### config.mk
export PLATFORM = sky130hd
export DESIGN_NAME = serial_fifo_irq
export DESIGN_NICKNAME = d
export VERILOG_FILES = /design/src/rtl/sfi_pkg.sv /design/src/rtl/sfi_fifo.sv /design/src/rtl/sfi_irq.sv /design/src/rtl/serial_fifo_irq.sv
export SDC_FILE = /design/constraint.sdc
export NUM_CORES = 1
export LEC_CHECK = 0
export BUFFER_PORTS_ARGS = -buffer_cell sky130_fd_sc_hd__buf_2
export CAP_MARGIN = 20
export CORE_UTILIZATION = 62
export CTS_CLUSTER_SIZE = 10
export DETAILED_ROUTE_END_ITERATION = 7
export PLACE_DENSITY = 0.78
export SLEW_MARGIN = 5
export SYNTH_ARGS = -nofsm -noshare
export SYNTH_HDL_FRONTEND = slang
export SYNTH_SLANG_ARGS = --single-unit
### constraint.sdc
create_clock -name clk -period 6.1 [get_ports clk]
set_input_delay 0.61 -clock clk [delete_from_list [all_inputs] [get_ports clk]]
set_output_delay 0.61 -clock clk [all_outputs]
set_load 0.01 [all_outputs]
### src/rtl/sfi_pkg.sv
package sfi_pkg;

    // Register byte offsets (software decodes these)
    localparam logic [5:0] OFS_CTRL  = 6'h08;
    localparam logic [5:0] OFS_STAT  = 6'h0C;
    localparam logic [5:0] OFS_RXLVL = 6'h10;
    localparam logic [5:0] OFS_TXLVL = 6'h14;
    localparam logic [5:0] OFS_RXWIN = 6'h18;
    localparam logic [5:0] OFS_TXWIN = 6'h1C;
    localparam logic [5:0] OFS_TRIG  = 6'h20;

    // Status / enable bit positions
    localparam int BIT_RXTRG = 0;
    localparam int BIT_TXTRG = 4;
    localparam int BIT_XCMP  = 8;
    localparam int BIT_XEND  = 9;
    localparam int BIT_OVF   = 12;
    localparam int BIT_UNF   = 13;
    localparam int BIT_TRGEN = 19;

    localparam logic [31:0] IRQ_MASK = (32'h1 << BIT_RXTRG) | (32'h1 << BIT_TXTRG)
                                     | (32'h1 << BIT_XCMP)  | (32'h1 << BIT_XEND)
                                     | (32'h1 << BIT_OVF)   | (32'h1 << BIT_UNF);
    localparam logic [31:0] CTRL_MASK = IRQ_MASK | (32'h1 << BIT_TRGEN);

    typedef struct packed {
        logic unf;
        logic ovf;
        logic xend;
        logic xcmp;
        logic txtrg;
        logic rxtrg;
    } evt_t;

    function automatic logic [31:0] evt_to_word(evt_t e);
        logic [31:0] w;
        w            = '0;
        w[BIT_RXTRG] = e.rxtrg;
        w[BIT_TXTRG] = e.txtrg;
        w[BIT_XCMP]  = e.xcmp;
        w[BIT_XEND]  = e.xend;
        w[BIT_OVF]   = e.ovf;
        w[BIT_UNF]   = e.unf;
        return w;
    endfunction

    // Receive threshold in words for a 3-bit code: 2^n, saturating at 32
    function automatic logic [31:0] thr_words(logic [2:0] code);
        return (code > 3'd5) ? 32'd32 : (32'd1 << code);
    endfunction

endpackage

### src/rtl/sfi_fifo.sv
module sfi_fifo #(
    parameter int DEPTH = 32,
    parameter int W     = 16,
    localparam int AW   = $clog2(DEPTH),
    localparam int CW   = $clog2(DEPTH + 1)
) (
    input  logic          clk,
    input  logic          rst,
    input  logic          flush,
    input  logic [CW-1:0] cap,
    input  logic          push,
    input  logic [W-1:0]  push_data,
    input  logic          pop,
    output logic [W-1:0]  head,
    output logic [CW-1:0] count,
    output logic          full,
    output logic          empty,
    output logic          push_ok,
    output logic          pop_ok
);
    logic [W-1:0]  mem [DEPTH];
    logic [AW-1:0] wr_ptr, rd_ptr;

    assign full    = (count >= cap);
    assign empty   = (count == '0);
    assign push_ok = push && !full && !flush;
    assign pop_ok  = pop && !empty && !flush;
    assign head    = mem[rd_ptr];

    always_ff @(posedge clk) begin
        if (push_ok) mem[wr_ptr] <= push_data;
    end

    always_ff @(posedge clk) begin
        if (rst || flush) begin
            wr_ptr <= '0;
            rd_ptr <= '0;
            count  <= '0;
        end else begin
            if (push_ok) wr_ptr <= wr_ptr + AW'(1);
            if (pop_ok)  rd_ptr <= rd_ptr + AW'(1);
            count <= count + CW'(push_ok) - CW'(pop_ok);
        end
    end

    assert_flush_empties_R4: assert property (@(posedge clk) disable iff (rst)
        flush |=> (count == '0));
    assert_full_drop_R8: assert property (@(posedge clk) disable iff (rst)
        (push && full && !pop && !flush) |=> $stable(count));
endmodule

### src/rtl/sfi_irq.sv
module sfi_irq
    import sfi_pkg::*;
(
    input  logic        clk,
    input  logic        rst,
    input  logic [31:0] set_vec,
    input  logic [31:0] clr_vec,
    input  logic [31:0] en_vec,
    output logic [31:0] status,
    output logic        irq
);
    always_ff @(posedge clk) begin
        if (rst) status <= '0;
        else     status <= ((status & ~clr_vec) | set_vec) & IRQ_MASK;
    end

    assign irq = |(status & en_vec);

    assert_w1c_R10: assert property (@(posedge clk) disable iff (rst)
        ((clr_vec & ~set_vec & IRQ_MASK) != '0) |=> ((status & $past(clr_vec & ~set_vec)) == '0));
    assert_set_wins_R10: assert property (@(posedge clk) disable iff (rst)
        (set_vec != '0) |=> ((status & $past(set_vec)) == $past(set_vec)));
    assert_sticky_R10: assert property (@(posedge clk) disable iff (rst)
        ($past(status) & ~$past(clr_vec) & ~status) == '0);
endmodule

### src/rtl/serial_fifo_irq.sv
module serial_fifo_irq
    import sfi_pkg::*;
#(
    parameter int FIFO_BYTES = 32,
    localparam int CW        = $clog2(FIFO_BYTES + 1)
) (
    input  logic        clk,
    input  logic        rst,
    input  logic        bus_wr,
    input  logic        bus_rd,
    input  logic [5:0]  bus_addr,
    input  logic [31:0] bus_wdata,
    output logic [31:0] bus_rdata,
    input  logic        wide_mode,
    input  logic        send_mode,
    input  logic        eng_tx_req,
    output logic [15:0] eng_tx_data,
    output logic        eng_tx_valid,
    input  logic        eng_rx_push,
    input  logic [15:0] eng_rx_data,
    input  logic        eng_done,
    output logic        irq
);
    logic [31:0] ctrl_q;
    logic [2:0]  trig_q;
    logic [31:0] status;
    logic [CW-1:0] cap, half;
    logic [15:0]   dmask;

    assign cap   = wide_mode ? CW'(FIFO_BYTES / 2) : CW'(FIFO_BYTES);
    assign half  = cap >> 1;
    assign dmask = wide_mode ? 16'hFFFF : 16'h00FF;

    // Bus decode
    logic wr_ctrl, wr_stat, wr_trig, tx_wr, rx_rd, tx_flush, rx_flush;
    assign wr_ctrl  = bus_wr && (bus_addr == OFS_CTRL);
    assign wr_stat  = bus_wr && (bus_addr == OFS_STAT);
    assign wr_trig  = bus_wr && (bus_addr == OFS_TRIG);
    assign tx_wr    = bus_wr && (bus_addr == OFS_TXWIN);
    assign rx_rd    = bus_rd && (bus_addr == OFS_RXWIN);
    assign tx_flush = bus_wr && (bus_addr == OFS_TXLVL) && (bus_wdata == '0);
    assign rx_flush = bus_wr && (bus_addr == OFS_RXLVL) && (bus_wdata == '0);

    always_ff @(posedge clk) begin
        if (rst) begin
            ctrl_q <= '0;
            trig_q <= '0;
        end else begin
            if (wr_ctrl) ctrl_q <= bus_wdata & CTRL_MASK;
            if (wr_trig) trig_q <= bus_wdata[2:0];
        end
    end

    // FIFOs
    logic [15:0]   tx_head, rx_head;
    logic [CW-1:0] tx_cnt, rx_cnt, tx_next, rx_next;
    logic tx_full, tx_empty, tx_push_ok, tx_pop_ok;
    logic rx_full, rx_empty, rx_push_ok, rx_pop_ok;

    sfi_fifo #(.DEPTH(FIFO_BYTES), .W(16)) u_txq (
        .clk(clk), .rst(rst), .flush(tx_flush), .cap(cap),
        .push(tx_wr), .push_data(bus_wdata[15:0] & dmask), .pop(eng_tx_req),
        .head(tx_head), .count(tx_cnt), .full(tx_full), .empty(tx_empty),
        .push_ok(tx_push_ok), .pop_ok(tx_pop_ok));

    sfi_fifo #(.DEPTH(FIFO_BYTES), .W(16)) u_rxq (
        .clk(clk), .rst(rst), .flush(rx_flush), .cap(cap),
        .push(eng_rx_push), .push_data(eng_rx_data & dmask), .pop(rx_rd),
        .head(rx_head), .count(rx_cnt), .full(rx_full), .empty(rx_empty),
        .push_ok(rx_push_ok), .pop_ok(rx_pop_ok));

    assign tx_next = tx_cnt + CW'(tx_push_ok) - CW'(tx_pop_ok);
    assign rx_next = rx_cnt + CW'(rx_push_ok) - CW'(rx_pop_ok);

    assign eng_tx_valid = !tx_empty;
    assign eng_tx_data  = tx_empty ? 16'h0 : tx_head;

    // Events
    evt_t ev;
    always_comb begin
        ev.rxtrg = rx_push_ok && ctrl_q[BIT_TRGEN] && (32'(rx_next) == thr_words(trig_q));
        ev.txtrg = tx_pop_ok && (tx_next == half);
        ev.xend  = tx_pop_ok && (tx_next == '0);
        ev.xcmp  = eng_done;
        ev.ovf   = (eng_rx_push && rx_full) || (tx_wr && tx_full);
        ev.unf   = eng_tx_req && send_mode && tx_empty;
    end

    sfi_irq u_irq (
        .clk(clk), .rst(rst),
        .set_vec(evt_to_word(ev)),
        .clr_vec(wr_stat ? bus_wdata : 32'h0),
        .en_vec(ctrl_q & IRQ_MASK),
        .status(status), .irq(irq));

    // Read mux
    function automatic logic [31:0] lvl_bytes(logic [CW-1:0] c, logic wide);
        logic [CW:0] b;
        b = wide ? {c, 1'b0} : {1'b0, c};
        return 32'(b);
    endfunction

    always_comb begin
        bus_rdata = '0;
        if (bus_rd) begin
            case (bus_addr)
                OFS_CTRL:  bus_rdata = ctrl_q;
                OFS_STAT:  bus_rdata = status;
                OFS_RXLVL: bus_rdata = lvl_bytes(rx_cnt, wide_mode);
                OFS_TXLVL: bus_rdata = lvl_bytes(tx_cnt, wide_mode);
                OFS_RXWIN: bus_rdata = rx_empty ? 32'h0 : {16'h0, rx_head};
                OFS_TRIG:  bus_rdata = {29'h0, trig_q};
                default:   bus_rdata = '0;
            endcase
        end
    end

    assert_empty_read_zero_R3: assert property (@(posedge clk) disable iff (rst)
        (bus_rd && (bus_addr == OFS_RXWIN) && !eng_tx_req && rx_empty) |-> (bus_rdata == '0));
    assert_underrun_flag_R9: assert property (@(posedge clk) disable iff (rst)
        (eng_tx_req && send_mode && !eng_tx_valid) |=> status[BIT_UNF]);
    assert_xfer_done_flag_R7: assert property (@(posedge clk) disable iff (rst)
        eng_done |=> status[BIT_XCMP]);
endmodule

=== Word-level counts from Yosys, hierarchy flattened ===
Memories as Yosys holds them, arrays and structs flattened. A register that Yosys moved wholly into a read port is not among the register bits.
Index checks and enable logic that the tools add are counted.

* Memories: 2
* Memory bits (read-only): 0
* Register bits: 48
* Input bits: 63
* Bits in latches: 0
* Bits in writable memories: 1024

* Divide/modulo/power cells: 0
* Shift operators: 1
* Bitwise logic cells: 6
* $add $sub $neg: 8
* Reduce and logical (&&, ||, !) cells: 39
* Eq/ne operators: 9
* Multipliers: 0
* Magnitude comparators: 3
* Mux-type cells: 18

{| class="wikitable"
|+ Memories
! memory !! words !! width !! read ports !! clocked after Yosys merged registers in !! write ports !! RTL line !! RTL
|-
| u_rxq.mem || 32 || 16 || 1 || 1 || 1 || sfi_fifo.sv:21 || <nowiki>logic [W-1:0] mem [DEPTH];</nowiki>
|-
| u_txq.mem || 32 || 16 || 1 || 1 || 1 || sfi_fifo.sv:21 ||
|}

{| class="wikitable"
|+ Operators by type and width
! operator !! number
|-
| 20-bit case mux with 6 select lines || 1
|-
| 32-bit 2-to-1 mux || 2
|-
| 16-bit 2-to-1 mux || 3
|-
| 16-bit AND || 2
|-
| 6-bit by 32-bit equality test with 1-bit output || 1
|-
| 32-bit zero test || 1
|-
| 32-bit OR reduction || 1
|-
| 1-bit by 3-bit left shift with 32-bit output (first input constant) || 1
|-
| 14-bit AND || 2
|-
| 1-bit logical AND || 25
|-
| 6-bit by 5-bit equality test with 1-bit output (second input constant) || 4
|-
| 5-bit by 1-bit adder with 5-bit output (second input constant) || 4
|-
| 5-bit 2-to-1 mux || 4
|-
| 6-bit zero test || 3
|-
| 14-bit 2-to-1 mux || 1
|-
| 7-bit 2-to-1 mux || 2
|-
| 14-bit NOT || 1
|-
| 14-bit OR || 1
|-
| 6-bit by 1-bit adder with 6-bit output || 2
|-
| 6-bit by 4-bit equality test with 1-bit output (second input constant) || 2
|-
| 6-bit greater-or-equal comparator || 2
|-
| 6-bit by 1-bit subtractor with 6-bit output || 2
|-
| 6-bit by 5-bit equality test with 1-bit output || 1
|-
| 6-bit equality test (second input constant) || 1
|-
| 5 further kinds || 15
|}

=== Longest topological paths before layout ===
Gate-level depths: netlist of the first run.

* Word-level depth: 10
* Depth in mapped cells: 16
* Gate-level depth less buffers: 15

=== Hierarchy ===
A second synthesis of the first run with hierarchy kept.

* Cells, all modules: 2643
* Area, all modules: 44562.7 µm²

{| class="wikitable"
|+ By module, submodules not included
! module !! seq. area each (µm²) !! cells each !! area each (µm²) !! instances
|-
| sfi_fifo (u_txq) || 15795.1 || 1133 || 20971.4 || 1
|-
| sfi_fifo (u_rxq) || 15795.1 || 1134 || 20965.1 || 1
|-
| serial_fifo_irq || 200.2 || 321 || 2189.6 || 1
|-
| sfi_irq || 120.1 || 55 || 436.7 || 1
|}

=== Least setup slack after synthesis of the first run ===
OpenSTA, ideal clock, no wires.

* Path type: input to register
* From: input port bus_wdata[21]
* To: register u_irq.status[9]
* Cell stages on the path: 13
* Data required time: 6035 ps
* Buffers on the path: 0
* Setup slack: 2548 ps
* Setup time: 65 ps
* Data arrival time: 3487 ps
* Cell sequence: nor4_1 > nand4_1 > nor4_4 > a21oi_1 > ha_1 > inv_1 > ha_1 > fa_1 > xnor2_1 > nand3_1 > a2111oi_0 > a32oi_1 > nor2_1

* Elaborated cells on any way between the ends: 10

{| class="wikitable"
|+ RTL lines
! element !! RTL line !! RTL
|-
| from (decl) || serial_fifo_irq.sv:12 || <nowiki>input logic [31:0] bus_wdata,</nowiki>
|-
| 32-bit zero test * || serial_fifo_irq.sv:41 || <nowiki>assign tx_flush = bus_wr && (bus_addr == OFS_TXLVL) && (bus_wdata == '0);</nowiki>
|-
| 1-bit logical AND * || serial_fifo_irq.sv:41 ||
|-
| 1-bit zero test * || sfi_fifo.sv:27 || <nowiki>assign pop_ok = pop && !empty && !flush;</nowiki>
|-
| 1-bit logical AND * || sfi_fifo.sv:27 ||
|-
| net tx_pop_ok || serial_fifo_irq.sv:57 || <nowiki>logic tx_full, tx_empty, tx_push_ok, tx_pop_ok;</nowiki>
|-
| 6-bit by 1-bit subtractor with 6-bit output || serial_fifo_irq.sv:72 || <nowiki>assign tx_next = tx_cnt + CW'(tx_push_ok) - CW'(tx_pop_ok);</nowiki>
|-
| 6-bit zero test || serial_fifo_irq.sv:83 || <nowiki>ev.xend = tx_pop_ok && (tx_next == '0);</nowiki>
|-
| 1-bit logical AND * || serial_fifo_irq.sv:83 ||
|-
| 14-bit OR * || sfi_irq.sv:14 || <nowiki>else status <= ((status & ~clr_vec) | set_vec) & IRQ_MASK;</nowiki>
|-
| to (signal assigned) || sfi_irq.sv:14 ||
|-
| to (decl) || sfi_irq.sv:9 || <nowiki>output logic [31:0] status,</nowiki>
|}

The timed path passes the listed nets; every way through them passes the cells marked *.
A chain may end at the register's enable or synchronous reset.

==> results of run 1 <==
-- per-layer routing --
layer	GRT usage	part of all wire
met4	0.1345	0.038
met3	0.06112	0.095
met5	0	0
met1	0.3739	0.35
met2	0.4964	0.52
-- through the flow --
step	utilization	hold WS [ns]	area (sq um)	power [uW]
floorplan	-	0.4453	42800	10090
global placement	0.6540	0.4781	44310	10690
detailed placement	0.6554	0.4914	44400	10760
CTS	0.7050	0.1333	47760	17010
global route	0.7102	0.1527	48110	17490
finish	0.7102	0.1642	48120	17030
-- synthesized netlist by cell type (all sizes together) (5+ instances only) --
cell / instances
edfxtp: 1024
mux4: 304
nor2: 125
buf: 68
dfxtp: 58
inv: 47
clkbuf: 45
nand2: 44
a22oi: 37
ha: 30
nand3: 24
a21oi: 22
and2: 21
o21ai: 19
mux2i: 18
a22o: 12
nor4: 11
xnor2: 11
nand4: 9
nor2b: 9
a221oi: 8
nand2b: 8
xor2: 8
nand3b: 6
a211o: 5
or3: 5
-- final timing paths --
path,end,slack (ns),depth (start not counted)
setup reg to reg,u_irq.status[9],2.24,15
setup / recovery,bus_rdata[1],1.55,7
hold / removal,u_irq.status[8],0.16,3
hold reg to reg,register,0.49,2
-- worst max-delay path: cells and delay by family, from the launching register on --
| kind | cells | cell delay, ns |
|---|---|---|
| muxes | 1 | 0.59 |
| buffers and inverters | 2 | 0.77 |
| AOI/OAI and AO/OA | 4 | 1.07 |
| DFF | 1 | 0.80 |
-- cells in the final DEF, fill, tap and decap left out, types with 5 or more instances in the layout --
cell type,netlist,routed
nand3b_1,6,6
a221oi_1,8,8
buf_4,23,44
xnor2_1,11,11
mux2i_1,18,18
nor2b_1,9,9
a22o_1,12,12
nor2_2,1,40
ha_1,30,30
nor4_1,8,8
a21oi_1,22,22
nor2_1,124,85
dfxtp_1,58,51
buf_6,6,5
a211o_1,5,5
o21ai_1,16,16
nand2b_1,8,8
nand2_1,43,43
xor2_1,8,8
inv_1,47,47
clkbuf_16,0,120
conb_1,1,15
nand3_1,24,24
buf_8,0,21
mux4_2,304,304
buf_2,29,98
nand4_1,9,9
or3_1,5,5
and2_1,20,20
edfxtp_1,1024,1024
a22oi_1,37,37
clkbuf_1,45,63
-- layout make-up --
cell class,instances,area [sq um],share of cell area
Antenna cell,2,5.005,0.0001040
Clock buffer,184,3253,0.06760
Clock inverter,7,107.6,0.002236
Inverter,47,176.4,0.003666
Multi-Input combinational cell,813,10230,0.2126
Sequential cell,1082,31930,0.6635
Tap cell,873,1092,0.02270
Timing Repair Buffer,174,1328,0.02759
-- report_power, final --
| group | leakage (uW) | switching [uW] | internal, uW |
|---|---|---|---|
| combinational | 0.00388 | 1190 | 1070 |
| clock | 0.00161 | 2740 | 3620 |
| sequential | 0.00950 | 178 | 8230 |
-- logic make-up (layout without fill, tap and decap cells) --
kind of cell / count (synthesis) / count (layout) / share of synthesized area
flip-flops: 1082 / 1082 / 0.7464
multiplexers: 325 / 325 / 0.1652
AND/OR/NAND/NOR: 282 / 282 / 0.03266
buffers and inverters: 160 / 412 / 0.01797
AO/OA/AOI/OAI: 140 / 140 / 0.02409
adder cells (fa/ha/maj): 32 / 32 / 0.009717
XOR/XNOR: 19 / 19 / 0.003893
other: 1 / 17 / 0.00008772
-- flip-flops by register name, indices dropped and copies added, names as in the netlist, named ones only --
name          cells
u_txq.mem       512
u_rxq.rd_ptr      5
u_rxq.count       6
u_irq.status      6
u_rxq.mem       512
u_txq.rd_ptr      5
u_txq.wr_ptr      5
ctrl_q            7
trig_q            3
u_rxq.wr_ptr      5
u_txq.count       6
==> out/metrics.yaml, run 1 <==
power_and_ir_drop:
  cellLeakagePower_uw: 0.01499
  powerDensity_nw_per_um2: 353.8
  ir_drop_mv: 0.2710
floorplanning:
  start_util: 0.6310
  ioPinCount: 113
  coreArea_sq_um: 67750
  die_width_um: 264.6
  die_h_um: 264.6
  rows: 95
  floorplan.die_area_sq_um: 70010
timing:
  tightestPinTransition_ns: 1.213
  fin_tns_setup_ns: 0
  finalSetupViolations: 0
  relSlewSlack: 0.1910
  skew_ns: 0.03578
  hold_viol: 0
  period_share: 0.7456
  rsz0062_at_grt: "false"
  min_period_ns: 4.548
  slew_viol_final: 0
  fmax_mhz: 219.9
  timing.final.ws_setup_ns: 1.552
setup_path:
  crit_required_ns: 5.49
  worst_path_max_delay_cell: "dfxtp_4"
  r2r_start: "u_txq.count[3]"
  path_cells: "buf_4, mux4_2, a22o_1, a221oi_1, o22ai_1, o21bai_1, buf_2"
  crit_path_start_kind: "register"
  cpPeakStageDelay_ns: 0.80
  critPathCaptureType: "output port"
  path_max_fanout: 30
  crit_type: "reg2out"
  cp.arrival_ns: 3.94
clocking:
  clock-sinks: 1082
  post_cts_resized: 0
  ctsHoldBuffers: 0
  insertion_delay_ns: 0.68
  h-tree-depth: 3
  cts.clk_slew.worst_paths_ns: 0.06
  cts_setup_buffers: 0
  clockRootBuffer: "clkbuf_16"
  clockBufferDepth: 3
  cts_tree: "built"
  cts_made_buffers: 119
finish:
  area_delta_synth_final_pct: 12.56
  drive_above_1_share: 0.2909
  fin_cells: 3182
  nFillCells: 3848
  nNetsFinal: 2332
synthesis:
  avgSynthCellArea_sq_um: 20.95
  yosysWarnings: 0
  yosysSeqAreaShare: 0.7464
  synth_edf_count: 1024
  netlist.top_cell.by_area: "edfxtp_1"
  synth.distinct_cells: 66
  yosys-top-cells-area: "edfxtp_1 72%, mux4_2 16%, dfxtp_1 2.7%"
  yosysTopAreaCellShare: 0.7193
  syn_inst: 2041
  ys_seq_elements: 1082
  async_flop_share: 0
  yosys_most_used_dff: "edfxtp_1"
  synth_area_sq_um: 42750
grt:
  grt_overflow: 0
  antenna_found_initial: 3
  grt_pass1_wl_um: 147200
  grtUsageTotal: 0.2951
  grt_pass1_vias: 22410
  grt_max_degree: 88
place:
  place_ws_ns: 1.586
  place.port_buffers: 97
  dpl.hpwl_um: 58020
  gp_congestion: 0.8760
  dp_cells: 2965
drt:
  routed_wl_um: 103500
  viasPerCell: 6.925
  first_pass_iters: 6
  dr.first_iter.drc_count: 2980
  routed-via-count: 22034
  post-route-drc-count: 0
  antenna_left: 0
  routedWlPerCell_um: 32.51
worst_hold_path:
  hp-class: "in2reg"
  hold_start: "eng_done"
run_status:
  status: "finished clean"
job:
  drv_cap: 0
No activity file was read; power rests on OpenSTA's default activity.
==> inputs of run 2 (changes only) <==
--- a/config.mk
+++ b/config.mk
@@ -5,12 +5,13 @@
 export SDC_FILE = /design/constraint.sdc
 export NUM_CORES = 1
 export LEC_CHECK = 0
+export ABC_AREA = 1
 export BUFFER_PORTS_ARGS = -buffer_cell sky130_fd_sc_hd__buf_2
 export CAP_MARGIN = 20
-export CORE_UTILIZATION = 62
+export CORE_UTILIZATION = 56
 export CTS_CLUSTER_SIZE = 10
 export DETAILED_ROUTE_END_ITERATION = 7
-export PLACE_DENSITY = 0.78
+export PLACE_DENSITY = 0.74
 export SLEW_MARGIN = 5
 export SYNTH_ARGS = -nofsm -noshare
 export SYNTH_HDL_FRONTEND = slang
==> constraint.sdc (replaced) <==
create_clock -name clk -period 3.81 [get_ports clk]
set_input_delay 0.381 -clock clk [delete_from_list [all_inputs] [get_ports clk]]
set_output_delay 0.381 -clock clk [all_outputs]
set_load 0.01 [all_outputs]
==> run 2 against run 1 <==
  * Cell area increased by 3.1%
  * Wire length increased by 5.6%
  * Sequential power increased by 59%
  * Critical path depth increased by 3
  * Global-route usage decreased by 2.8 points
  * Flip-flop and latch count unchanged
  * Clock skew increased by 0.0076 ns
  * Utilization decreased by 7.4 points
  * Hold slack got worse by 0.13 ns
  * Critical endpoint is now bus_rdata[4]
==> out/metrics.yaml, run 2 <==
floorplanning:
  floorplan.die_area_sq_um: 80480
  rows: 102
  die_width_um: 283.7
  start_util: 0.5698
  die_h_um: 283.7
  coreArea_sq_um: 77980
  ioPinCount: 113
drt:
  routed_wl_um: 109200
  routed-via-count: 29474
  dr.first_iter.drc_count: 3391
  post-route-drc-count: 0
  first_pass_iters: 8
  viasPerCell: 6.053
  routedWlPerCell_um: 22.43
  antenna_left: 0
grt:
  grtUsageTotal: 0.2669
  grt_pass1_vias: 28181
  grt_overflow: 0
  grt_max_degree: 133
  grt_pass1_wl_um: 164100
  antenna_found_initial: 0
finish:
  nFillCells: 5653
  final_common_cell: "edfxtp_1"
  antenna_cells: 0
  largest_registers: "u_rxq.mem x512, u_txq.mem x512, ctrl_q x7"
  mostFrequentLayoutCells: "1024 x edfxtp_1, 785 x nor2_1, 492 x o21ai_0"
  area_delta_synth_final_pct: 11.60
  nNetsFinal: 3890
  drive_above_1_share: 0.09924
setup_path:
  crit_type: "reg2out"
  cp-endpoint: "bus_rdata[4]"
  cp.arrival_ns: 3.24
  critPathCaptureType: "output port"
  crit_path_start_kind: "register"
  path_max_fanout: 41
  crit_required_ns: 3.43
  r2r_start: "u_txq.count[3]"
  rrSetupSlack_ns: 0.61
  reg2regPathDepth: 22
  reg2reg_to: "u_irq.status[4]"
timing:
  fin_tns_setup_ns: 0
  hold_viol: 0
  fmax_mhz: 276.4
  slew_viol_final: 0
  relSlewSlack: 0.2540
  tightestPinTransition_ns: 1.118
  min_period_ns: 3.618
  period_share: 0.9496
  rsz0062_at_grt: "false"
  skew_ns: 0.04336
  finalSetupViolations: 0
power_and_ir_drop:
  pwr-share-comb: 0.139
  p_total_uw: 26960
  seq_power_share: 0.495
  ir_drop_mv: 0.4183
  powerDensity_nw_per_um2: 543.7
  swShare: 0.2587
  cellLeakagePower_uw: 0.01674
  internal-power_uw: 19990
  clockPowerShare: 0.366
  p_sw_uw: 6976
synthesis:
  synth_edf_count: 1024
  yosys.cell_count.top_type: "edfxtp_1"
  yosysWarnings: 0
  yosysTopAreaCellShare: 0.6920
  synth_top_cells_by_count: "1024 x edfxtp_1, 787 x nor2_1, 492 x o21ai_0, 304 x nand3_1, 244 x nand2_1"
  synth.distinct_cells: 41
  yosysSeqAreaShare: 0.7182
  yosys_most_used_dff: "edfxtp_1"
  yosys-top-cells-area: "edfxtp_1 69%, nor2_1 6.6%, o21ai_0 5.5%"
  async_flop_share: 0
  netlist.top_cell.by_area: "edfxtp_1"
  syn_inst: 3672
  ys_seq_elements: 1082
  synth_area_sq_um: 44430
  avgSynthCellArea_sq_um: 12.10
clocking:
  cts_setup_buffers: 0
  cts_tree: "built"
  clockRootBuffer: "clkbuf_16"
  h-tree-depth: 3
  cts.clk_slew.worst_paths_ns: 0.05
  clockBufferDepth: 3
  cts_made_buffers: 119
  clock-sinks: 1082
  insertion_delay_ns: 0.69
place:
  gp_congestion: 0.9036
  dpl.hpwl_um: 63590
  place.port_buffers: 97
worst_hold_path:
  hold_start: "eng_tx_req"
  hp-class: "in2reg"
job:
  drv_cap: 0
run_status:
  status: "finished clean"
-- run 2: worst max-delay path, cell delays in order, from the launching register on --
cell	delay, ns
dfxtp_4	0.71
buf_4	0.46
nor2_1	0.09
nor2_1	0.09
o21ai_0	0.09
nand3_1	0.10
nand3_1	0.16
nand3_1	0.15
nand3_1	0.27
a21oi_1	0.26
buf_2	0.16
-- run 2: through the flow --
step / hold slack (ns) / util / worst slack, ns / area [sq um] / cells
after floorplan: 0.4356 / - / 0.8995 / 44490 / 3686
after global placement: 0.4518 / 0.5931 / 0.1827 / 46250 / 4706
after detailed placement: 0.4563 / 0.5931 / 0.1383 / 46250 / 4706
after CTS: 0.005898 / 0.6352 / 0.1086 / 49530 / 4867
after global routing: 0.02325 / 0.6359 / 0.007951 / 49590 / 4869
final: 0.03530 / 0.6359 / 0.1920 / 49590 / 4869
-- run 2: power groups by stage --
| stage | registers [uW] | clock network, uW | logic [uW] |
|---|---|---|---|
| 3_3_place_gp | 13600 | 0 | 3600 |
| 2_1_floorplan | 13500 | 0 | 2530 |
| 3_5_place_dp | 13600 | 0 | 3670 |
| 6_report | 13400 | 9860 | 3740 |
| 5_1_grt | 13400 | 10400 | 4130 |
| 4_1_cts | 13300 | 9960 | 3700 |
-- run 2: layout make-up --
type	instances	area, sq um	area share
Sequential cell	1082	31930	0.6439
Tap cell	1040	1301	0.02624
Clock buffer	147	3126	0.06303
Multi-Input combinational cell	2210	10830	0.2185
Inverter	148	569.3	0.01148
Timing Repair Buffer	234	1730	0.03490
Clock inverter	8	100.1	0.002019
-- run 2: cell families after synthesis --
kind of cell | share of synthesized area
AO/OA/AOI/OAI | 0.1056
XOR/XNOR | 0.0009857
adder cells (fa/ha/maj) | 0.009349
buffers and inverters | 0.03990
flip-flops | 0.7182
other | 0.00008440
AND/OR/NAND/NOR | 0.1259
-- run 2: routing by layer --
metal	up-vias	routed length [um]	track usage
li1	13510	-	-
met1	14323	42750	0.3549
met2	1424	53870	0.4469
met3	217	8566	0.03336
met4	0	4006	0.1096
met5	-	0	0
-- run 2: worst min path at each step --
stage                             endpoint  cells after the start  slack [ns]
after global placement     u_rxq.rd_ptr[4]                      2        0.45
after floorplan                   register                      2        0.44
after detailed placement   u_rxq.rd_ptr[4]                      2        0.46
after CTS                 u_irq.status[13]                      3       0.006
final                     u_irq.status[13]                      3        0.04
after global routing      u_irq.status[13]                      3        0.02
-- run 2: what timing repair did --
| item | in CTS | in global routing |
|---|---|---|
| hold buffers | 6 | 0 |
| hold endpoints to repair | 6 | 0 |
| endpoints found under the setup margin | 0 | 3 |
| gates resized for setup | 0 | 3 |
